`src/rtl/fsync_pkg.sv`:
```
// Shared types for the frame sync tracker.
package fsync_pkg;
    typedef enum logic [1:0] {
        ST_HUNT      = 2'd0,
        ST_CONF_PAT  = 2'd1,
        ST_LOCKED    = 2'd2,
        ST_CONF_LOSS = 2'd3
    } fsync_state_t;
endpackage

```
`src/rtl/fsync_matcher.sv`:
```
// Shift window over the serial stream and masked compare against the sync word.
// Assumes cfg_len <= MAX_W; a cfg_len of 0 never matches.
// hit is combinational and valid in the cycle that carries the final bit.
module fsync_matcher #(
    parameter int MAX_W = 16,
    parameter int LEN_W = $clog2(MAX_W + 1)
) (
    input  logic             clk,
    input  logic             rst_n,
    input  logic             bit_vld,
    input  logic             bit_in,
    input  logic [MAX_W-1:0] cfg_word,
    input  logic [LEN_W-1:0] cfg_len,
    output logic             hit
);
    logic [MAX_W-1:0] shreg_q;
    logic [MAX_W:0]   ext;
    logic [MAX_W-1:0] window;
    logic [MAX_W-1:0] mask;

    // Window includes the bit arriving this cycle as its newest bit.
    assign ext    = {shreg_q, bit_in};
    assign window = ext[MAX_W-1:0];

    // Compare only the low cfg_len positions.
    for (genvar i = 0; i < MAX_W; i++) begin : g_mask
        assign mask[i] = (LEN_W'(i) < cfg_len);
    end

    // Match decision for the current strobe.
    assign hit = bit_vld && (cfg_len != '0) &&
                 (((window ^ cfg_word) & mask) == '0);

    // Shift history on qualified bits only.
    always_ff @(posedge clk) begin
        if (!rst_n)
            shreg_q <= '0;
        else if (bit_vld)
            shreg_q <= window;
    end
endmodule

```
`src/rtl/fsync_period_ctr.sv`:
```
// Counts qualified bits since the last alignment point and flags the expected
// sync position. Assumes cfg_period >= 1.
module fsync_period_ctr #(
    parameter int CNT_W = 16
) (
    input  logic             clk,
    input  logic             rst_n,
    input  logic             bit_vld,
    input  logic             reload,
    input  logic [CNT_W-1:0] cfg_period,
    output logic             at_exp
);
    logic [CNT_W-1:0] cnt_q;

    // Current strobe is the cfg_period-th bit after the alignment point.
    assign at_exp = bit_vld && ((cnt_q + CNT_W'(1)) == cfg_period);

    // Restart on alignment points, otherwise advance per qualified bit.
    always_ff @(posedge clk) begin
        if (!rst_n)
            cnt_q <= '0;
        else if (bit_vld)
            cnt_q <= reload ? '0 : cnt_q + CNT_W'(1);
    end
endmodule

```
`src/rtl/fsync_ctrl.sv`:
```
// Four-state acquisition controller with a consecutive-miss counter.
// Assumes hit and at_exp are already qualified by the bit strobe.
module fsync_ctrl
    import fsync_pkg::*;
#(
    parameter int MISS_W = 4
) (
    input  logic              clk,
    input  logic              rst_n,
    input  logic              hit,
    input  logic              at_exp,
    input  logic [MISS_W-1:0] cfg_miss_lim,
    output fsync_state_t      state_q,
    output logic              frame_start_q
);
    fsync_state_t      state_d;
    logic [MISS_W-1:0] miss_q, miss_d, lim_eff, miss_inc;
    logic              fs_d;

    // Zero limit is handled as one.
    assign lim_eff  = (cfg_miss_lim == '0) ? MISS_W'(1) : cfg_miss_lim;
    assign miss_inc = miss_q + MISS_W'(1);

    // Next-state, miss-count and pulse decisions.
    always_comb begin
        state_d = state_q;
        miss_d  = miss_q;
        fs_d    = 1'b0;
        unique case (state_q)
            ST_HUNT: begin
                if (hit) state_d = ST_CONF_PAT;
            end
            ST_CONF_PAT: begin
                if (at_exp) begin
                    state_d = hit ? ST_LOCKED : ST_HUNT;
                    miss_d  = '0;
                end
            end
            ST_LOCKED, ST_CONF_LOSS: begin
                if (at_exp) begin
                    if (hit) begin
                        state_d = ST_LOCKED;
                        miss_d  = '0;
                        fs_d    = 1'b1;
                    end else if (miss_inc >= lim_eff) begin
                        state_d = ST_HUNT;
                        miss_d  = '0;
                    end else begin
                        state_d = ST_CONF_LOSS;
                        miss_d  = miss_inc;
                    end
                end
            end
            default: state_d = ST_HUNT;
        endcase
    end

    // State, miss count and frame pulse registers.
    always_ff @(posedge clk) begin
        if (!rst_n) begin
            state_q       <= ST_HUNT;
            miss_q        <= '0;
            frame_start_q <= 1'b0;
        end else begin
            state_q       <= state_d;
            miss_q        <= miss_d;
            frame_start_q <= fs_d;
        end
    end
endmodule

```
`src/rtl/fsync_tracker.sv`:
```
// Frame sync tracker top: matcher, period counter and controller.
// Assumes configuration inputs are static while running and cfg_period >= cfg_len.
module fsync_tracker
    import fsync_pkg::*;
#(
    parameter int MAX_W  = 16,
    parameter int CNT_W  = 16,
    parameter int MISS_W = 4,
    localparam int LEN_W = $clog2(MAX_W + 1)
) (
    input  logic              clk,
    input  logic              rst_n,
    input  logic              bit_vld,
    input  logic              bit_in,
    input  logic [MAX_W-1:0]  cfg_word,
    input  logic [LEN_W-1:0]  cfg_len,
    input  logic [CNT_W-1:0]  cfg_period,
    input  logic [MISS_W-1:0] cfg_miss_lim,
    output logic              locked,
    output logic [1:0]        state_o,
    output logic              frame_start
);
    logic         hit, at_exp, reload;
    fsync_state_t state;

    fsync_matcher #(.MAX_W(MAX_W), .LEN_W(LEN_W)) u_match (
        .clk(clk), .rst_n(rst_n), .bit_vld(bit_vld), .bit_in(bit_in),
        .cfg_word(cfg_word), .cfg_len(cfg_len), .hit(hit)
    );

    // Alignment points: every expected position, and a fresh match while hunting.
    assign reload = at_exp || ((state == ST_HUNT) && hit);

    fsync_period_ctr #(.CNT_W(CNT_W)) u_period (
        .clk(clk), .rst_n(rst_n), .bit_vld(bit_vld), .reload(reload),
        .cfg_period(cfg_period), .at_exp(at_exp)
    );

    fsync_ctrl #(.MISS_W(MISS_W)) u_ctrl (
        .clk(clk), .rst_n(rst_n), .hit(hit), .at_exp(at_exp),
        .cfg_miss_lim(cfg_miss_lim), .state_q(state), .frame_start_q(frame_start)
    );

    // Outputs follow the registered state.
    assign state_o = state;
    assign locked  = (state == ST_LOCKED) || (state == ST_CONF_LOSS);
endmodule

```
`config.mk`:
```
export PLATFORM = sky130hd
export DESIGN_NAME = fsync_tracker
export DESIGN_NICKNAME = d
export VERILOG_FILES = /design/src/rtl/fsync_pkg.sv /design/src/rtl/fsync_matcher.sv /design/src/rtl/fsync_period_ctr.sv /design/src/rtl/fsync_ctrl.sv /design/src/rtl/fsync_tracker.sv
export SDC_FILE = /design/constraint.sdc
export NUM_CORES = 1
export LEC_CHECK = 0
export ABC_CLOCK_PERIOD_IN_PS = 4900
export BUFFER_PORTS_ARGS = -buffer_cell sky130_fd_sc_hd__buf_2
export CORE_UTILIZATION = 50
export CTS_CLUSTER_SIZE = 12
export DETAILED_ROUTE_END_ITERATION = 10
export PLACE_DENSITY = 0.72
export SYNTH_ARGS = -nofsm -noshare
export SYNTH_HDL_FRONTEND = slang
export SYNTH_HIERARCHICAL = 1
export SYNTH_SLANG_ARGS = --single-unit
export TNS_END_PERCENT = 100
```
`constraint.sdc`:
```
create_clock -name clk -period 4.9 [get_ports clk]
set_input_delay 0.49 -clock clk [delete_from_list [all_inputs] [get_ports clk]]
set_output_delay 0.49 -clock clk [all_outputs]
set_load 0.01 [all_outputs]
```
==> qor.csv <==
metric,value,unit
nature of the critical path startpoint,register,
fraction of power consumed by combinational cells,0.146,
Final Max Slew Viols,0,
average vias per placed instance,5.76,
Initial Utilization,0.535,
via count,2522,
final wirelength,6.21,mm
number of synthesized flops with an enable pin,0,
worst slew pin tran,635,ps
register area,761,um^2
Sequential Power Share,0.494,
Setup WS pre-CTS,747,ps
GRT met1 Usage,0.308,
crit path max-delay cell type,or4_1,
Hold WC Path Type,input port to register,
Max Freq,237,MHz
synth unique cells,65,
# port buffers,48,
die area,5910,um^2
diode count,0,
max_slew headroom,0.577,
outcome,finished clean,
Static Leak,0.00122,uW
CTS max path bufs,2,
Routed Antenna Nets,0,
DRC viols,0,
"Clk Latency, worst-skew pair",280,ps
ratio of cells with drive above 1 in the final layout,0.212,
drt pass-1 iters,4,
RSZ-0062 raised after global routing,false,
post-layout minimum cycle time,4220,ps
CTS Sinks,38,
# H-tree levels,2,
M3 GR Usage,0.0405,
P_sw,167,uW
Syn Area/Cell,8.55,um^2
die width,76.9,um
GR peak layer,met2,
crit-path cells,ha_1 -> nand4_1 -> nor4_1 -> xnor2_1 -> nand4_1 -> or4_1 -> a2111oi_2 -> a21o_1 -> buf_4 -> nand2b_1 -> nor2_1 -> a22oi_1 -> nor2b_1,
gr usage total,0.220,
CTS tree,yes,
clock share of power,0.360,
Die Y,76.9,um
final setup violating endpoints,0,
clk root buf,clkbuf_8,
Mapped Cells,328,
Post-Syn Nets,379,
initial antenna violation count,0,
R2R setup slack,680,ps
switching part of the total power,0.263,
CTS resizes,0,
Final nets,418,
Synthesis Warnings,6,
Clock Skew,7.01,ps
hold-fix buffers at CTS,0,
average wire per standard cell,14.2,um
DR iter-0 viols,161,
Post-Syn Area,2800,um^2
FP Rows,26,
Ports,49,
#FFs+latches synth,38,
VDD IR max,0.136,mV
HP Start,bit_in,
Pint,468,uW
first-pass GRT wire length,10.8,mm
worst endpoint data arrival time,4400,ps
final hold vios,0,
number of global-route vias before repair,2309,
met2 GRT Util,0.347,
PnR worst setup slack,676,ps
Post-synth top flop,dfxtp_1,
Overflow after GRT,0,
setup TNS,0,ps
Final Wtd Congestion,0.958,
Max Cap Viol,0,
Worst setup EP type,register,
core area,5240,um^2
asr flop ratio synth,0,
multi-input logic area,1890,um^2
worst r2r src,u_period/cnt_q[0],
cell mode on critical path,nand4_1,
CP Launch Point,u_period/cnt_q[0],
largest net degree at the start of global routing,38,
crit path kind,register to register,
sequential share of the synthesized area,0.271,
Fillers,501,
CP max stage delay,550,ps
"CTS clk-pin slew, worst paths",80,ps
DP HPWL,4.43,mm
postcts setup bufs,0,
CTS Buf Count,5,
Final period util,0.862,
worst-path fanout max,16,
Power Density,204,nW/um^2
Crit path required time,5080,ps
Syn-to-layout area delta,11.1,%
-- layout by cell type, fill, tap and decap left out, drive strengths merged, types with 2 or more instances in the layout --
cell type,instances
buf,50
dfxtp,38
nor2b,28
xnor2,21
o21ai,20
a21oi,20
mux2i,18
nor2,15
xor2,13
nand2,12
nor3,11
nand4,9
inv,8
nand3,8
a21boi,7
nand2b,7
clkbuf,6
ha,6
nor3b,5
nor4,4
a31oi,4
or3,4
and4,4
nand3b,3
a22o,3
o22ai,3
and2,3
and3,3
o211ai,3
a211oi,3
o2111ai,2
o2bb2ai,2
or4,2
o21a,2
and2b,2
or2,2
o31ai,2
-- cell usage after synthesis, types with 3 or more instances --
library cell,n,area share
a21boi_0,7,0.019
a21oi_1,19,0.034
a22o_1,3,0.0094
a31oi_1,4,0.0089
and2_1,3,0.0067
and3_1,3,0.0067
buf_2,4,0.0071
buf_6,4,0.016
clkbuf_1,6,0.0080
dfxtp_1,38,0.27
ha_1,6,0.027
inv_1,8,0.011
mux2i_1,18,0.064
nand2_1,11,0.015
nand2b_1,7,0.016
nand3_1,8,0.014
nand3b_1,3,0.0080
nand4_1,7,0.016
nor2_1,15,0.020
nor2b_1,27,0.060
nor3_1,10,0.018
nor3b_1,5,0.013
nor4_1,4,0.0089
o21ai_0,20,0.036
o22ai_1,3,0.0067
or3_1,4,0.0089
xnor2_1,21,0.066
xor2_1,13,0.041
-- state kept, by name, summed over array words and instances (netlist names) --
| name | cells |
|---|---|
| u_ctrl/frame_start_q | 1 |
| u_period/cnt_q | 16 |
| u_ctrl/state_q | 2 |
| u_match/shreg_q | 15 |
| u_ctrl/miss_q | 4 |
-- per-stage QoR --
| step | cell area [um^2] | power (uW) | cells | hold slack, ps | util |
|---|---|---|---|---|---|
| 2_1_floorplan | 2800 | 380 | 328 | 463 | - |
| 3_3_place_gp | 3020 | 411 | 430 | 481 | 0.577 |
| 4_1_cts | 3120 | 643 | 438 | 483 | 0.595 |
| 6_report | 3120 | 635 | 438 | 490 | 0.595 |
| 5_1_grt | 3120 | 669 | 438 | 481 | 0.595 |
| 3_5_place_dp | 3020 | 413 | 430 | 479 | 0.577 |
-- final timing paths --
kind | endpoint | depth (start not counted)
max | u_period/cnt_q[14] | 13
min | u_match/shreg_q[0] | 3
max reg2reg | u_period/cnt_q[14] | 13
min reg2reg | u_ctrl/miss_q[3] | 1
-- cells by family (layout without fill, tap and decap cells) --
group / after synthesis / count (layout) / share of synthesized area
simple gates: 123 / 123 / 0.265
compound gates: 82 / 82 / 0.207
flops: 38 / 38 / 0.271
xor+xnor: 34 / 34 / 0.106
buf+inv: 26 / 66 / 0.0558
mux: 19 / 19 / 0.0683
fa+ha+maj: 6 / 6 / 0.0268
-- power groups by stage --
stage / Combinational [uW] / Sequential, uW / Clock, uW
2_1_floorplan: 59.2 / 320 / 0
3_3_place_gp: 90.4 / 321 / 0
3_5_place_dp: 92.1 / 321 / 0
4_1_cts: 92.7 / 314 / 237
5_1_grt: 103 / 315 / 251
6_report: 92.8 / 314 / 229
-- cell type report --
type,instances,share of cell area
multi-input combinational,264,0.606
clock inverter,2,0.00402
sequential,38,0.244
clock buffer,6,0.0265
inverter,8,0.00964
timing repair buffer,50,0.0819
tap,70,0.0281
-- worst max-delay path, delay by kind of cell (launching register included) --
family | cells | cell delay, ps
and+or+nand+nor | 7 | 2120
AOI/OAI and AO/OA | 3 | 780
DFF | 1 | 450
adders and majority gates | 1 | 360
buffers and inverters | 1 | 200
xor gates and xnor gates | 1 | 190
-- routing by layer --
layer / part of all wire / wire length, um
met1: 0.49 / 3040
met5: 0 / 0
met3: 0.055 / 339
met4: 0.0044 / 27
met2: 0.45 / 2800
Power figures use the tool's default switching activity.
